`src/rtl/uopc_pkg.sv`:
```
package uopc_pkg;
  typedef enum logic [1:0] {
    MD_FILTER = 2'd0,
    MD_BUILD  = 2'd1,
    MD_FETCH  = 2'd2
  } uopc_mode_e;
endpackage

```
`src/rtl/uopc_tally.sv`:
```
// Saturating up-counter with synchronous clear, used for the timer and edge counts.
module uopc_tally #(
  parameter int W = 8,
  parameter logic [W-1:0] LIMIT = '1
) (
  input  logic         clk,
  input  logic         rst_n,
  input  logic         clr,
  input  logic         inc,
  output logic [W-1:0] cnt
);
  logic [W-1:0] cnt_q, cnt_d;
  logic         cnt_en;

  always_comb begin
    cnt_en = clr || (inc && (cnt_q != LIMIT));
    cnt_d  = clr ? '0 : cnt_q + 1'b1;
  end

  always_ff @(posedge clk or negedge rst_n) begin
    if (!rst_n)      cnt_q <= '0;
    else if (cnt_en) cnt_q <= cnt_d;
  end

  assign cnt = cnt_q;

  assert_tally_limit_R11: assert property (@(posedge clk) disable iff (!rst_n)
    cnt_q <= LIMIT);
endmodule

```
`src/rtl/uopc_ratio.sv`:
```
// Shift-and-compare ratio tests for entering and leaving cache-only fetch.
module uopc_ratio #(
  parameter int CW    = 8,
  parameter int UP_SH = 2,
  parameter int UP_MIN = 8,
  parameter int DN_SH = 3,
  parameter int DN_MIN = 2
) (
  input  logic [CW-1:0] bld_cnt,
  input  logic [CW-1:0] fch_cnt,
  output logic          go_fetch,
  output logic          go_filter
);
  localparam int UW = CW + UP_SH;
  localparam int DW = CW + DN_SH;

  logic [UW-1:0] bld_up, fch_up;
  logic [DW-1:0] bld_dn, fch_dn;

  always_comb begin
    bld_up    = UW'(bld_cnt) << UP_SH;
    fch_up    = UW'(fch_cnt);
    bld_dn    = DW'(bld_cnt) << DN_SH;
    fch_dn    = DW'(fch_cnt);
    go_fetch  = (fch_up >= UW'(UP_MIN)) && (fch_up >= bld_up);
    go_filter = (DW'(bld_cnt) >= DW'(DN_MIN)) && (bld_dn >= fch_dn);
  end
endmodule

```
`src/rtl/uopc_mode_ctrl.sv`:
```
module uopc_mode_ctrl
  import uopc_pkg::*;
#(
  parameter int IDW  = 6,
  parameter int CW   = 8,
  parameter int TMO  = 64,
  parameter int F_SH = 2,
  parameter int FMIN = 8,
  parameter int X_SH = 3,
  parameter int XMIN = 2
) (
  input  logic           clk,
  input  logic           rst_n,
  input  logic           flush,
  input  logic           seg_ok,
  input  logic           lkp_vld,
  input  logic           lkp_built,
  input  logic [IDW-1:0] lkp_id,
  input  logic           hit_vld,
  input  logic [IDW-1:0] hit_id,
  input  logic           pred_ok,
  output logic [1:0]     mode,
  output logic           alloc_req,
  output logic [IDW-1:0] alloc_id,
  output logic           bset_req,
  output logic [IDW-1:0] bset_id,
  output logic           icache_en,
  output logic           dec_en,
  output logic           btb_en
);
  localparam int TW = $clog2(TMO + 1);
  localparam logic [TW-1:0] TLIM = TW'(TMO);
  localparam logic [CW-1:0] CLIM = '1;

  uopc_mode_e mode_q, mode_d;
  logic [TW-1:0] tmr;
  logic [CW-1:0] bld_cnt, fch_cnt;
  logic go_fetch, go_filter, clr, cnt_on, dup_hit;

  uopc_ratio #(.CW(CW), .UP_SH(F_SH), .UP_MIN(FMIN), .DN_SH(X_SH), .DN_MIN(XMIN)) u_ratio (
    .bld_cnt(bld_cnt), .fch_cnt(fch_cnt), .go_fetch(go_fetch), .go_filter(go_filter));

  always_comb begin
    mode_d = mode_q;
    if (flush) mode_d = MD_FILTER;
    else begin
      case (mode_q)
        MD_FILTER: if (seg_ok) mode_d = MD_BUILD;
        MD_BUILD: begin
          if (go_fetch)          mode_d = MD_FETCH;
          else if (tmr >= TLIM)  mode_d = MD_FILTER;
        end
        MD_FETCH:  if (go_filter) mode_d = MD_FILTER;
        default:   mode_d = MD_FILTER;
      endcase
    end
  end

  always_ff @(posedge clk or negedge rst_n) begin
    if (!rst_n) mode_q <= MD_FILTER;
    else        mode_q <= mode_d;
  end

  always_comb begin
    clr     = flush || (mode_d != mode_q);
    cnt_on  = lkp_vld && !clr && (mode_q != MD_FILTER);
    dup_hit = hit_vld && (hit_id == lkp_id);
  end

  uopc_tally #(.W(TW), .LIMIT(TLIM)) u_tmr (
    .clk(clk), .rst_n(rst_n), .clr(clr), .inc(cnt_on && (mode_q == MD_BUILD)), .cnt(tmr));
  uopc_tally #(.W(CW), .LIMIT(CLIM)) u_bld (
    .clk(clk), .rst_n(rst_n), .clr(clr), .inc(cnt_on && !lkp_built), .cnt(bld_cnt));
  uopc_tally #(.W(CW), .LIMIT(CLIM)) u_fch (
    .clk(clk), .rst_n(rst_n), .clr(clr), .inc(cnt_on && lkp_built), .cnt(fch_cnt));

  assign mode      = mode_q;
  assign alloc_req = (mode_q == MD_BUILD) && lkp_vld && !lkp_built && !dup_hit;
  assign alloc_id  = lkp_id;
  assign bset_req  = hit_vld && (mode_q != MD_FILTER);
  assign bset_id   = hit_id;
  assign icache_en = (mode_q != MD_FETCH);
  assign dec_en    = (mode_q != MD_FETCH);
  assign btb_en    = (mode_q != MD_FETCH) || !pred_ok;

  assert_fetch_gates_R9: assert property (@(posedge clk) disable iff (!rst_n)
    (mode == 2'd2) |-> (!icache_en && !dec_en));
  assert_flush_filter_R10: assert property (@(posedge clk) disable iff (!rst_n)
    flush |=> (mode == 2'd0));
  assert_no_skip_R2: assert property (@(posedge clk) disable iff (!rst_n)
    (mode == 2'd0) |=> (mode != 2'd2));
  assert_alloc_build_R3: assert property (@(posedge clk) disable iff (!rst_n)
    alloc_req |-> ((mode == 2'd1) && !lkp_built && lkp_vld));
  assert_clear_entry_R11: assert property (@(posedge clk) disable iff (!rst_n)
    (mode_q != mode_d) |=> (tmr == '0 && bld_cnt == '0 && fch_cnt == '0));
endmodule

```
`config.mk`:
```
export PLATFORM = sky130hd
export DESIGN_NAME = uopc_mode_ctrl
export DESIGN_NICKNAME = d
export VERILOG_FILES = /design/src/rtl/uopc_pkg.sv /design/src/rtl/uopc_tally.sv /design/src/rtl/uopc_ratio.sv /design/src/rtl/uopc_mode_ctrl.sv
export SDC_FILE = /design/constraint.sdc
export NUM_CORES = 1
export LEC_CHECK = 0
export BUFFER_PORTS_ARGS = -buffer_cell sky130_fd_sc_hd__buf_2
export CORE_MARGIN = 4
export CORE_UTILIZATION = 25
export CTS_CLUSTER_DIAMETER = 60
export CTS_CLUSTER_SIZE = 8
export DETAILED_ROUTE_END_ITERATION = 10
export GPL_TIMING_DRIVEN = 0
export PLACE_DENSITY = 0.4
export SLEW_MARGIN = 30
export SYNTH_ARGS = -nofsm -noshare
export SYNTH_HDL_FRONTEND = slang
export SYNTH_HIERARCHICAL = 1
export SYNTH_SLANG_ARGS = --single-unit
```
`constraint.sdc`:
```
create_clock -name clk -period 3.9 [get_ports clk]
set_input_delay 0.39 -clock clk [delete_from_list [all_inputs] [get_ports clk]]
set_output_delay 0.39 -clock clk [all_outputs]
set_load 0.05 [all_outputs]
```
==> impl_results.md <==
- CP dominant cell by count: a21oi_1
- HP Class: in -> async
- Share of the synthesized area in the top cell type: between 20% and 30%
- Initial antenna violation count: 0
- Hpwl dp: ~3.7 mm
- Initial DRC count: 34
- Leak: a little over 1 nW
- EDFF count, synth: 0
- CTS sink cnt: 25
- Synth Instances: between 200 and 250
- Skew final: approximately 0.0073 ns
- R2r worst-path depth: 11
- Setup TNS: 0 ns
- # setup viols final: 0
- Clk pin slew, worst setup/hold paths: approximately 0.10 ns
- Max-cap violations: 0
- Area of the core: a little over 8000 um2
- Synthesis Warnings: 6
- Port Buf Inserts: 38
- Status: completed
- Antenna diode count: 0
- Worst setup EP type: flip-flop
- Crit path DAT: roughly 3.8 ns
- Core Util, Final: 30.0%
- Power Dens Cells: between 200 and 250 nW/um2
- DRC violations left: 0
- Total CTS buffers: 3
- Clock Path Buffers: 2
- Routed WL: approximately 4.9 mm
- Clk_lat worst skew: roughly 0.28 ns
- CTS H-tree lvls: 1
- Post-CTS sizing: 0
- Gpl congestion: approximately 0.71
- Crit start category: flip-flop
- Vias per cell: between 4 and 5
- R2r setup slk: approximately 0.3 ns
- Root buffer cell: clkbuf_8
- Layout area overhead: 17.6%
- Boundary Pins: 39
- Total Routing Usage GR: between 10% and 20%
- Die span in y: 99.4 um
- Pin count of the biggest net entering global routing: 26
- Reg2Reg Launch Point: u_bld/cnt[3]$_DFFE_PN0P_
- Number of global-route vias before repair: around 1,600
- Max incr delay on CP: 0.59 ns
- Count leader, synth: dfrtp_1
- DR pass1 iterations: 4
- Post-CTS Hold Fix Bufs: 0
- Peak Freq: 277 MHz
- First-pass GRT wire length: ~8.3 mm
- Fin crit share: 92.4%
- CTS tree: done
- Area leader, netlist: dfrtp_1
- Initial core utilization: about a quarter
- Worst-Margin Slew: 0.612 ns
- Worst reg2reg path endpoint: u_tmr/cnt[5]$_DFFE_PN0P_
- Max_slew headroom: 59.2%
- Net count after synthesis: roughly 260
- Fin. Hold Viols: 0
- Synth unique cells: between 50 and 60
- Peak supply drop: ~0.11 mV
- Post-CTS setup buffer count: 0
- Proportion of layout cells with a drive suffix above 1: between 20% and 30%
- Row cnt: 33
- Die width: approximately 99 um
- WL/cell: around 13 um
- Worst Path Class, Setup: reg -> reg
- FFs w/ async S/R, synth: 100%
- RSZ-0062 raised after global routing: no
- Routed Antenna Nets: 0
- # nets final: 300
- Most frequent cells after synthesis: dfrtp_1, ha_1, inv_1
- Post-synth top flop: dfrtp_1
- Cell breakdown of the critical path: inv_1, ha_1, a21o_1, a211oi_1, a21oi_1, or4b_4, nor3b_1, clkbuf_1, nand4_1, or3_1, a21oi_1
- FF+latch count, synth: 25
- Crit-path max FO: 11
- Congestion Overflow GR: 0
- Area contributors post-synth: dfrtp_1, ha_1, buf_4
- Die Area: 9870 um2
- Syn_area_per_cell: roughly 9.4 um2
- Fin. max-slew vios: 0
- Netlist area before placement: 2090 um2
- Final min period: ~3.6 ns
- Required time worst endpoint: 4.10 ns
- Via count: between 1,500 and 2,000
- Worst path slowest cell: dfrtp_1
- Register area share after synthesis: approximately 30%
[critical path, delay by kind of cell, from the launching register on]
family          cells  cell delay (ns)
fa+ha+maj           1             0.31
buf+inv             2             0.43
flops               1             0.59
compound gates      4             0.78
simple gates        4             1.41
[worst max path at each step]
| stage | start | endpoint | slack, ns | cells after the start |
|---|---|---|---|---|
| final | u_bld/cnt[3]$_DFFE_PN0P_ | u_tmr/cnt[5]$_DFFE_PN0P_ | 0.30 | 11 |
| after global placement | u_bld/cnt[1]$_DFFE_PN0P_ | u_tmr/cnt[1]$_DFFE_PN0P_ | 0.29 | 12 |
| after detailed placement | u_bld/cnt[3]$_DFFE_PN0P_ | u_tmr/cnt[5]$_DFFE_PN0P_ | 0.32 | 11 |
| after floorplan | u_bld/cnt[1]$_DFFE_PN0P_ | u_tmr/cnt[5]$_DFFE_PN0P_ | 0.82 | 11 |
| after CTS | u_bld/cnt[3]$_DFFE_PN0P_ | u_tmr/cnt[5]$_DFFE_PN0P_ | 0.30 | 11 |
| after global routing | u_bld/cnt[3]$_DFFE_PN0P_ | u_tmr/cnt[5]$_DFFE_PN0P_ | 0.05 | 11 |
[kinds of logic (layout without fill, tap and decap cells)]
family                     count (synthesis)  after routing  share of synthesized area, %
and+or+nand+nor                           88             88                          28.6
AOI/OAI and AO/OA                         44             44                          15.2
buffers and inverters                     33             75                          8.45
DFF                                       25             25                          30.0
adders and majority gates                 15             15                          8.99
muxes                                      9              9                          5.40
xor gates and xnor gates                   8              8                          3.36
[report_power, final]
part	switching (mW)	internal (mW)	total, mW
registers	0.00115	0.260	0.261
clock network	0.0901	0.0733	0.163
logic	0.0640	0.0359	0.0999
total	0.155	0.369	0.525
[cell type report]
class | count | area (um2)
multi-input combinational | 164 | 1280
inverter | 15 | 56.3
clock buffer | 4 | 45.0
fill | 902 | 5720
timing repair buffer | 38 | 190
tap | 105 | 131
sequential | 25 | 626
buffer | 18 | 120
[per-layer routing]
layer	part of all wire (%)	global-route usage (%)
met1	50	14.3
met3	2.3	2.38
met4	0.55	2.00
met5	0	0
met2	47	16.1
[state kept, by name (all words and copies together), names as in the netlist]
register / cells
mode: 2
u_fch/cnt: 8
u_tmr/cnt: 7
u_bld/cnt: 8
[layout by cell type (no fill, tap or decap), types with 3 or more instances in the layout]
cell type  netlist  layout
buf_2            0      38
dfrtp_1         25      25
inv_1           15      15
ha_1            15      15
buf_4           14      14
a21oi_1         14      14
nor2_1          11      11
nand3_1          8       8
nand4_1          7       7
or3_1            7       7
nand2b_1         6       6
xnor2_1          6       6
nand2_1          6       6
o21ai_0          5       5
nor3b_1          5       5
clkbuf_1         4       5
nor2b_1          5       5
nor3_1           4       4
mux2_4           4       4
mux2i_1          3       3
nand3b_1         3       3
a21oi_2          3       3
and3_1           3       3
clkbuf_8         0       3
nor4b_1          3       3
o31ai_1          3       3
[through the flow]
| stage | instance area (um2) | hold slack, ns | power [mW] | cells | worst slack, ns |
|---|---|---|---|---|---|
| 6_report | 2450 | 0.110 | 0.525 | 369 | 0.296 |
| 5_1_grt | 2450 | 0.172 | 0.555 | 369 | 0.0488 |
| 4_1_cts | 2450 | 0.141 | 0.538 | 369 | 0.302 |
| 3_5_place_dp | 2410 | 0.459 | 0.369 | 365 | 0.324 |
| 3_3_place_gp | 2410 | 0.465 | 0.369 | 365 | 0.294 |
| 2_1_floorplan | 2090 | 0.0944 | 0.334 | 222 | 0.817 |
Power figures use the tool's default switching activity.
